## config.mk

```make
export PLATFORM = sky130hd
export DESIGN_NAME = pwm_phase_engine
export DESIGN_NICKNAME = d
export VERILOG_FILES = /design/src/rtl/pwm_eng_pkg.sv /design/src/rtl/pwm_timebase.sv /design/src/rtl/pwm_chan_slot.sv /design/src/rtl/pwm_pin_drive.sv /design/src/rtl/pwm_phase_engine.sv
export SDC_FILE = /design/constraint.sdc
export NUM_CORES = 2
export LEC_CHECK = 0
export CORE_MARGIN = 5
export CORE_UTILIZATION = 57
export DETAILED_ROUTE_END_ITERATION = 12
export HOLD_SLACK_MARGIN = 0.05
export PLACE_DENSITY_LB_ADDON = 0.08
export RECOVER_POWER = 25
export SYNTH_ARGS = -nofsm -noshare
export SYNTH_HDL_FRONTEND = slang
export SYNTH_SLANG_ARGS = --single-unit
```

## constraint.sdc

```tcl
create_clock -name clk -period 6.7 [get_ports clk]
set_input_delay 1.34 -clock clk [delete_from_list [all_inputs] [get_ports clk]]
set_output_delay 1.34 -clock clk [all_outputs]
set_load 0.1 [all_outputs]
```

## src/rtl/pwm_eng_pkg.sv

```systemverilog
package pwm_eng_pkg;

  localparam int unsigned CNT_W_DEF  = 12;
  localparam int unsigned NUM_CH_DEF = 16;

  typedef enum logic {
    DRV_PUSHPULL  = 1'b0,
    DRV_OPENDRAIN = 1'b1
  } drive_mode_e;

endpackage

```

## src/rtl/pwm_timebase.sv

```systemverilog
module pwm_timebase #(
  parameter int unsigned CNT_W = 12
) (
  input  logic             clk,
  input  logic             rst,
  input  logic             tick_i,
  output logic [CNT_W-1:0] cnt_o,
  output logic             wrap_o
);

  localparam logic [CNT_W-1:0] CNT_MAX = {CNT_W{1'b1}};

  logic [CNT_W-1:0] cnt_q;

  always_ff @(posedge clk) begin
    if (rst) begin
      cnt_q <= '0;
    end else if (tick_i) begin
      cnt_q <= cnt_q + 1'b1;
    end
  end

  assign cnt_o  = cnt_q;
  assign wrap_o = tick_i && (cnt_q == CNT_MAX);


  cnt_wrap_chk: assert property (@(posedge clk) disable iff (rst)
    (tick_i && cnt_q == CNT_MAX) |=> (cnt_q == '0));


  cnt_hold_chk: assert property (@(posedge clk) disable iff (rst)
    !tick_i |=> $stable(cnt_q));

endmodule

```

## src/rtl/pwm_chan_slot.sv

```systemverilog
module pwm_chan_slot #(
  parameter int unsigned CNT_W = 12
) (
  input  logic             clk,
  input  logic             rst,
  input  logic             load_i,
  input  logic [CNT_W-1:0] rise_i,
  input  logic [CNT_W-1:0] fall_i,
  input  logic             hold_hi_i,
  input  logic             hold_lo_i,
  input  logic [CNT_W-1:0] cnt_i,
  output logic             level_o
);

  logic [CNT_W-1:0] rise_q;
  logic [CNT_W-1:0] fall_q;
  logic             hold_hi_q;
  logic             hold_lo_q;
  logic [CNT_W-1:0] since_rise;
  logic [CNT_W-1:0] span;

  always_ff @(posedge clk) begin
    if (rst) begin
      rise_q    <= '0;
      fall_q    <= '0;
      hold_hi_q <= 1'b0;
      hold_lo_q <= 1'b1;
    end else if (load_i) begin
      rise_q    <= rise_i;
      fall_q    <= fall_i;
      hold_hi_q <= hold_hi_i;
      hold_lo_q <= hold_lo_i;
    end
  end

  // Modular distances: the high window is [rise, rise+span) on the ring.
  assign since_rise = cnt_i - rise_q;
  assign span       = fall_q - rise_q;

  always_comb begin
    if (hold_lo_q) begin
      level_o = 1'b0;
    end else if (hold_hi_q) begin
      level_o = 1'b1;
    end else begin
      level_o = (since_rise < span);
    end
  end


  force_low_chk: assert property (@(posedge clk) disable iff (rst)
    (load_i && hold_lo_i) |=> !level_o);


  force_high_chk: assert property (@(posedge clk) disable iff (rst)
    (load_i && hold_hi_i && !hold_lo_i) |=> level_o);


  equal_points_chk: assert property (@(posedge clk) disable iff (rst)
    (load_i && rise_i == fall_i && !hold_hi_i && !hold_lo_i) |=> !level_o);


  shadow_hold_chk: assert property (@(posedge clk) disable iff (rst)
    !load_i |=> ($stable(rise_q) && $stable(fall_q) && $stable(hold_hi_q) && $stable(hold_lo_q)));

endmodule

```

## src/rtl/pwm_pin_drive.sv

```systemverilog
module pwm_pin_drive
  import pwm_eng_pkg::*;
#(
  parameter int unsigned NUM_CH = 16
) (
  input  logic              clk,
  input  logic              rst,
  input  logic [NUM_CH-1:0] level_i,
  input  logic              invert_i,
  input  drive_mode_e       mode_i,
  output logic [NUM_CH-1:0] pin_o,
  output logic [NUM_CH-1:0] oe_o
);

  logic [NUM_CH-1:0] polar;
  logic [NUM_CH-1:0] pin_d;
  logic [NUM_CH-1:0] oe_d;

  assign polar = level_i ^ {NUM_CH{invert_i}};

  always_comb begin
    if (mode_i == DRV_OPENDRAIN) begin
      pin_d = '0;
      oe_d  = ~polar;
    end else begin
      pin_d = polar;
      oe_d  = '1;
    end
  end

  always_ff @(posedge clk) begin
    if (rst) begin
      pin_o <= '0;
      oe_o  <= '0;
    end else begin
      pin_o <= pin_d;
      oe_o  <= oe_d;
    end
  end


  od_data_low_chk: assert property (@(posedge clk) disable iff (rst)
    (mode_i == DRV_OPENDRAIN) |=> (pin_o == '0));


  pp_enable_chk: assert property (@(posedge clk) disable iff (rst)
    (mode_i == DRV_PUSHPULL) |=> (oe_o == '1));


  pp_data_chk: assert property (@(posedge clk) disable iff (rst)
    (mode_i == DRV_PUSHPULL && !invert_i) |=> (pin_o == $past(level_i)));

endmodule

```

## src/rtl/pwm_phase_engine.sv

```systemverilog
module pwm_phase_engine
  import pwm_eng_pkg::*;
#(
  parameter int unsigned NUM_CH = NUM_CH_DEF,
  parameter int unsigned CNT_W  = CNT_W_DEF
) (
  input  logic                      clk,
  input  logic                      rst,
  input  logic                      tick_i,
  input  logic [NUM_CH*CNT_W-1:0]   on_cnt_i,
  input  logic [NUM_CH*CNT_W-1:0]   off_cnt_i,
  input  logic [NUM_CH-1:0]         force_on_i,
  input  logic [NUM_CH-1:0]         force_off_i,
  input  logic                      invert_i,
  input  logic                      open_drain_i,
  output logic [NUM_CH-1:0]         pwm_o,
  output logic [NUM_CH-1:0]         pwm_oe_o
);

  logic [CNT_W-1:0]  cnt;
  logic              wrap;
  logic [NUM_CH-1:0] level;
  drive_mode_e       mode;

  pwm_timebase #(.CNT_W(CNT_W)) u_timebase (
    .clk    (clk),
    .rst    (rst),
    .tick_i (tick_i),
    .cnt_o  (cnt),
    .wrap_o (wrap)
  );

  for (genvar ch = 0; ch < NUM_CH; ch++) begin : g_slot
    pwm_chan_slot #(.CNT_W(CNT_W)) u_slot (
      .clk       (clk),
      .rst       (rst),
      .load_i    (wrap),
      .rise_i    (on_cnt_i[ch*CNT_W +: CNT_W]),
      .fall_i    (off_cnt_i[ch*CNT_W +: CNT_W]),
      .hold_hi_i (force_on_i[ch]),
      .hold_lo_i (force_off_i[ch]),
      .cnt_i     (cnt),
      .level_o   (level[ch])
    );
  end

  assign mode = open_drain_i ? DRV_OPENDRAIN : DRV_PUSHPULL;

  pwm_pin_drive #(.NUM_CH(NUM_CH)) u_pins (
    .clk      (clk),
    .rst      (rst),
    .level_i  (level),
    .invert_i (invert_i),
    .mode_i   (mode),
    .pin_o    (pwm_o),
    .oe_o     (pwm_oe_o)
  );

endmodule

```

==> run metrics <==
outcome=complete, but fails checks; failing checks=max-capacitance violations, max-slew violations; Top Usage Layer GRT=met2; RePlAce Congestion=0.9017; share of post-route cells with drive strength above 1=3.074%; CP Capture Type=register; core area=61,480 um^2; Clock Pin Slew Worst Setup and Hold Paths=60 ps; ys flop type=dfxtp_1; largest net degree at the start of global routing=198; DIE AREA=66,830 um^2; CTS Hold Bufs=0; internal power=0.005098 W; # clock sinks=460; TritonCTS Buffers=52; # IOs=453; CTS max path bufs=3; sequential power share=40.9%; NumNets Final=5,952; met1 track demand over resource=39.72%; Final Setup Violations=0; final wirelength=103,500 um; Slew Limit Fails=450; M3 GR Usage=3.693%; Design Area, Final=41,960 um^2; DR vias/cell=5.661; Worst Path Buf+Inv=2; filler instances=5,418; delay-heaviest family, CP=buffers and inverters; yosys warns=0; All-Layer GR Usage=29.35%; antenna viol nets, final=0; number of synthesized flops with an enable pin=0; Slew @ Worst Pin=4183 ps; Syn Area/Cell=7.628 um^2; Die Ht=258.5 um; max-cap violation count=4; critical path startpoint category=primary input; count of cell types in the netlist=53; multi-input logic area=24,170 um^2; Syn Nets=5,597; biggest area consumer among synthesized cells=dfxtp_1; CP required=7230 ps; crit path DAT=5730 ps; Pwr Total=0.006748 W; P_leak=16.55 nW; Starting DRT DRC Count=1,948; cells along the critical path=dlygate4sd3_1 > and4_1 > nand3_1 > nor3_1 > clkbuf_2 > nand2_1 > a21oi_1; total grt overflow=0; worst skew pair latency=610 ps; Final TNS setup=0 ps; Hold Fails Final Rpt=0; Post-DP HPWL=77,640 um; number of port buffers=452; post-route minimum period=5205 ps; area of the mapped netlist=35,200 um^2; Rel. slew slack=-178.9%; #FFs+latches synth=460; routed vias=32.86k; most frequent cells after synthesis=nand2_1 (939), a21oi_1 (668), ha_1 (529), dfxtp_1 (460), inv_1 (282); top-count cell post-synth=nand2_1; area grow syn2layout=19.19%; Cell Area, Placed=40,160 um^2; Yosys top cell area share=26.16%; Sw Share=24.45%; initial core utilization=57.25%; Net Switching=0.001650 W; Hold WC Path Type=reg2reg; DR DRC count=0; WL/cell=17.84 um; drt pass-1 iters=5; Root Buffer=clkbuf_16; initial antenna violation count=5; # rows=91; final setup margin=1495 ps; fraction of registers with async set/reset=0%; RSZ-0062 raised after global routing=false; # resized after CTS=0; Max stage delay on crit path=1740 ps; Fmax=192.1 MHz; FF/Latch Area=9223 um^2; PwrDens=160.8 nW/um^2; met2 Resource Use GR=49.31%; first-pass GRT wire length=160,900 um; worst-path fanout max=126; VDD IR max=0.1894 mV; top post-synthesis cells by area=dfxtp_1 (26%), ha_1 (19%), nand2_1 (10%), a21oi_1 (9.5%), xnor2_1 (4.4%); Mapped Cells=4,615; Worst Clk Skew=19.23 ps; Max H-tree Level=2; Combinational Power Share=13.1%; CP Class=in2reg; CP max-delay cell=clkbuf_2; Die W=258.5 um; pre-CTS setup slack=2003 ps; Setup Fix Bufs, Post-CTS=0; vias in the first global route=30.74k; fin crit share=77.68%; clock share of power=46.0%; CTS tree=yes; Seq/Total Area, Yosys=26.16%
[power groups by stage]
stage / combinational, W / clock, W / sequential, W
final: 0.000883 / 0.00310 / 0.00276
after global routing: 0.000965 / 0.00327 / 0.00276
after CTS: 0.000884 / 0.00315 / 0.00276
after detailed placement: 0.000875 / 0 / 0.00282
after global placement: 0.000868 / 0 / 0.00282
after floorplan: 0.000405 / 0 / 0.00289
[final timing paths]
path | startpoint | end | slack (ps) | depth (start not counted)
hold / removal | g_slot[8].u_slot.rise_q[1]$_SDFFE_PP0P_ | g_slot[8].u_slot.rise_q[1]$_SDFFE_PP0P_ | 450 | 2
hold reg to reg | g_slot[8].u_slot.rise_q[1]$_SDFFE_PP0P_ | g_slot[8].u_slot.rise_q[1]$_SDFFE_PP0P_ | 450 | 2
setup / recovery | tick_i | g_slot[4].u_slot.rise_q[1]$_SDFFE_PP0P_ | 1500 | 7
setup reg to reg | u_timebase.cnt_o[0]$_SDFFE_PP0P_ | u_pins.oe_o[4]$_SDFF_PP0_ | 1810 | 18
[metal layers]
| metal | wire (um) | vias up |
|---|---|---|
| li1 | - | 16700 |
| met1 | 46930 | 15210 |
| met2 | 47820 | 791 |
| met3 | 5606 | 160 |
| met4 | 3191 | 0 |
| met5 | 0 | - |
[flip-flops by register name, indices dropped and copies added, names as in the netlist]
name,count
g_slot.u_slot.fall_q,192
g_slot.u_slot.rise_q,192
g_slot.u_slot.hold_hi_q,16
g_slot.u_slot.hold_lo_q,16
u_pins.oe_o,16
u_pins.pin_o,16
u_timebase.cnt_o,12
[cells in the final DEF, fill, tap and decap left out, types with 32 or more instances in the layout]
cell type and n:
fa_1 32, nor2b_1 61, o31ai_1 43, ha_1 529, xor2_1 141, nor3_1 136, inv_1 282, a211oi_1 61
o21ai_0 168, nand2b_1 52, clkbuf_16 53, nand2_1 939, a31o_2 32, nand3_1 73, a21o_1 54, xnor2_1 177
clkdlybuf4s50_1 420, a21oi_1 668, nor2_1 252, dfxtp_1 449, o21a_1 44
[stage by stage]
step	hold slack, ps	std cells	utilization [%]
6_report	453.5	5804	68.24
5_1_grt	463.6	5802	68.23
4_1_cts	454.4	5799	68.31
3_5_place_dp	446.3	5706	65.32
3_3_place_gp	441.6	5706	65.32
2_1_floorplan	436.3	4615	-
[layout make-up]
type,instances,share of cell area [%]
clock inverters,23,0.8410
well taps,790,2.356
repair buffers,469,11.10
diodes,5,0.02982
multi-input cells,3705,57.62
inverters,282,2.523
flip-flops and latches,460,21.98
clock buffers,70,3.552
[logic make-up after synthesis]
group / after synthesis / synth area share [%]
mux: 6 / 0.1706
simple gates: 1653 / 20.65
fa+ha+maj: 561 / 20.62
buf+inv: 450 / 5.182
xor+xnor: 318 / 7.912
flops: 460 / 26.16
compound gates: 1167 / 19.31
[worst min-delay path, stage by stage (launching register included)]
cell and delay, ps:
dfxtp_1 300, nand2_1 50, a21oi_1 50
(Power assumes the default switching activity.)
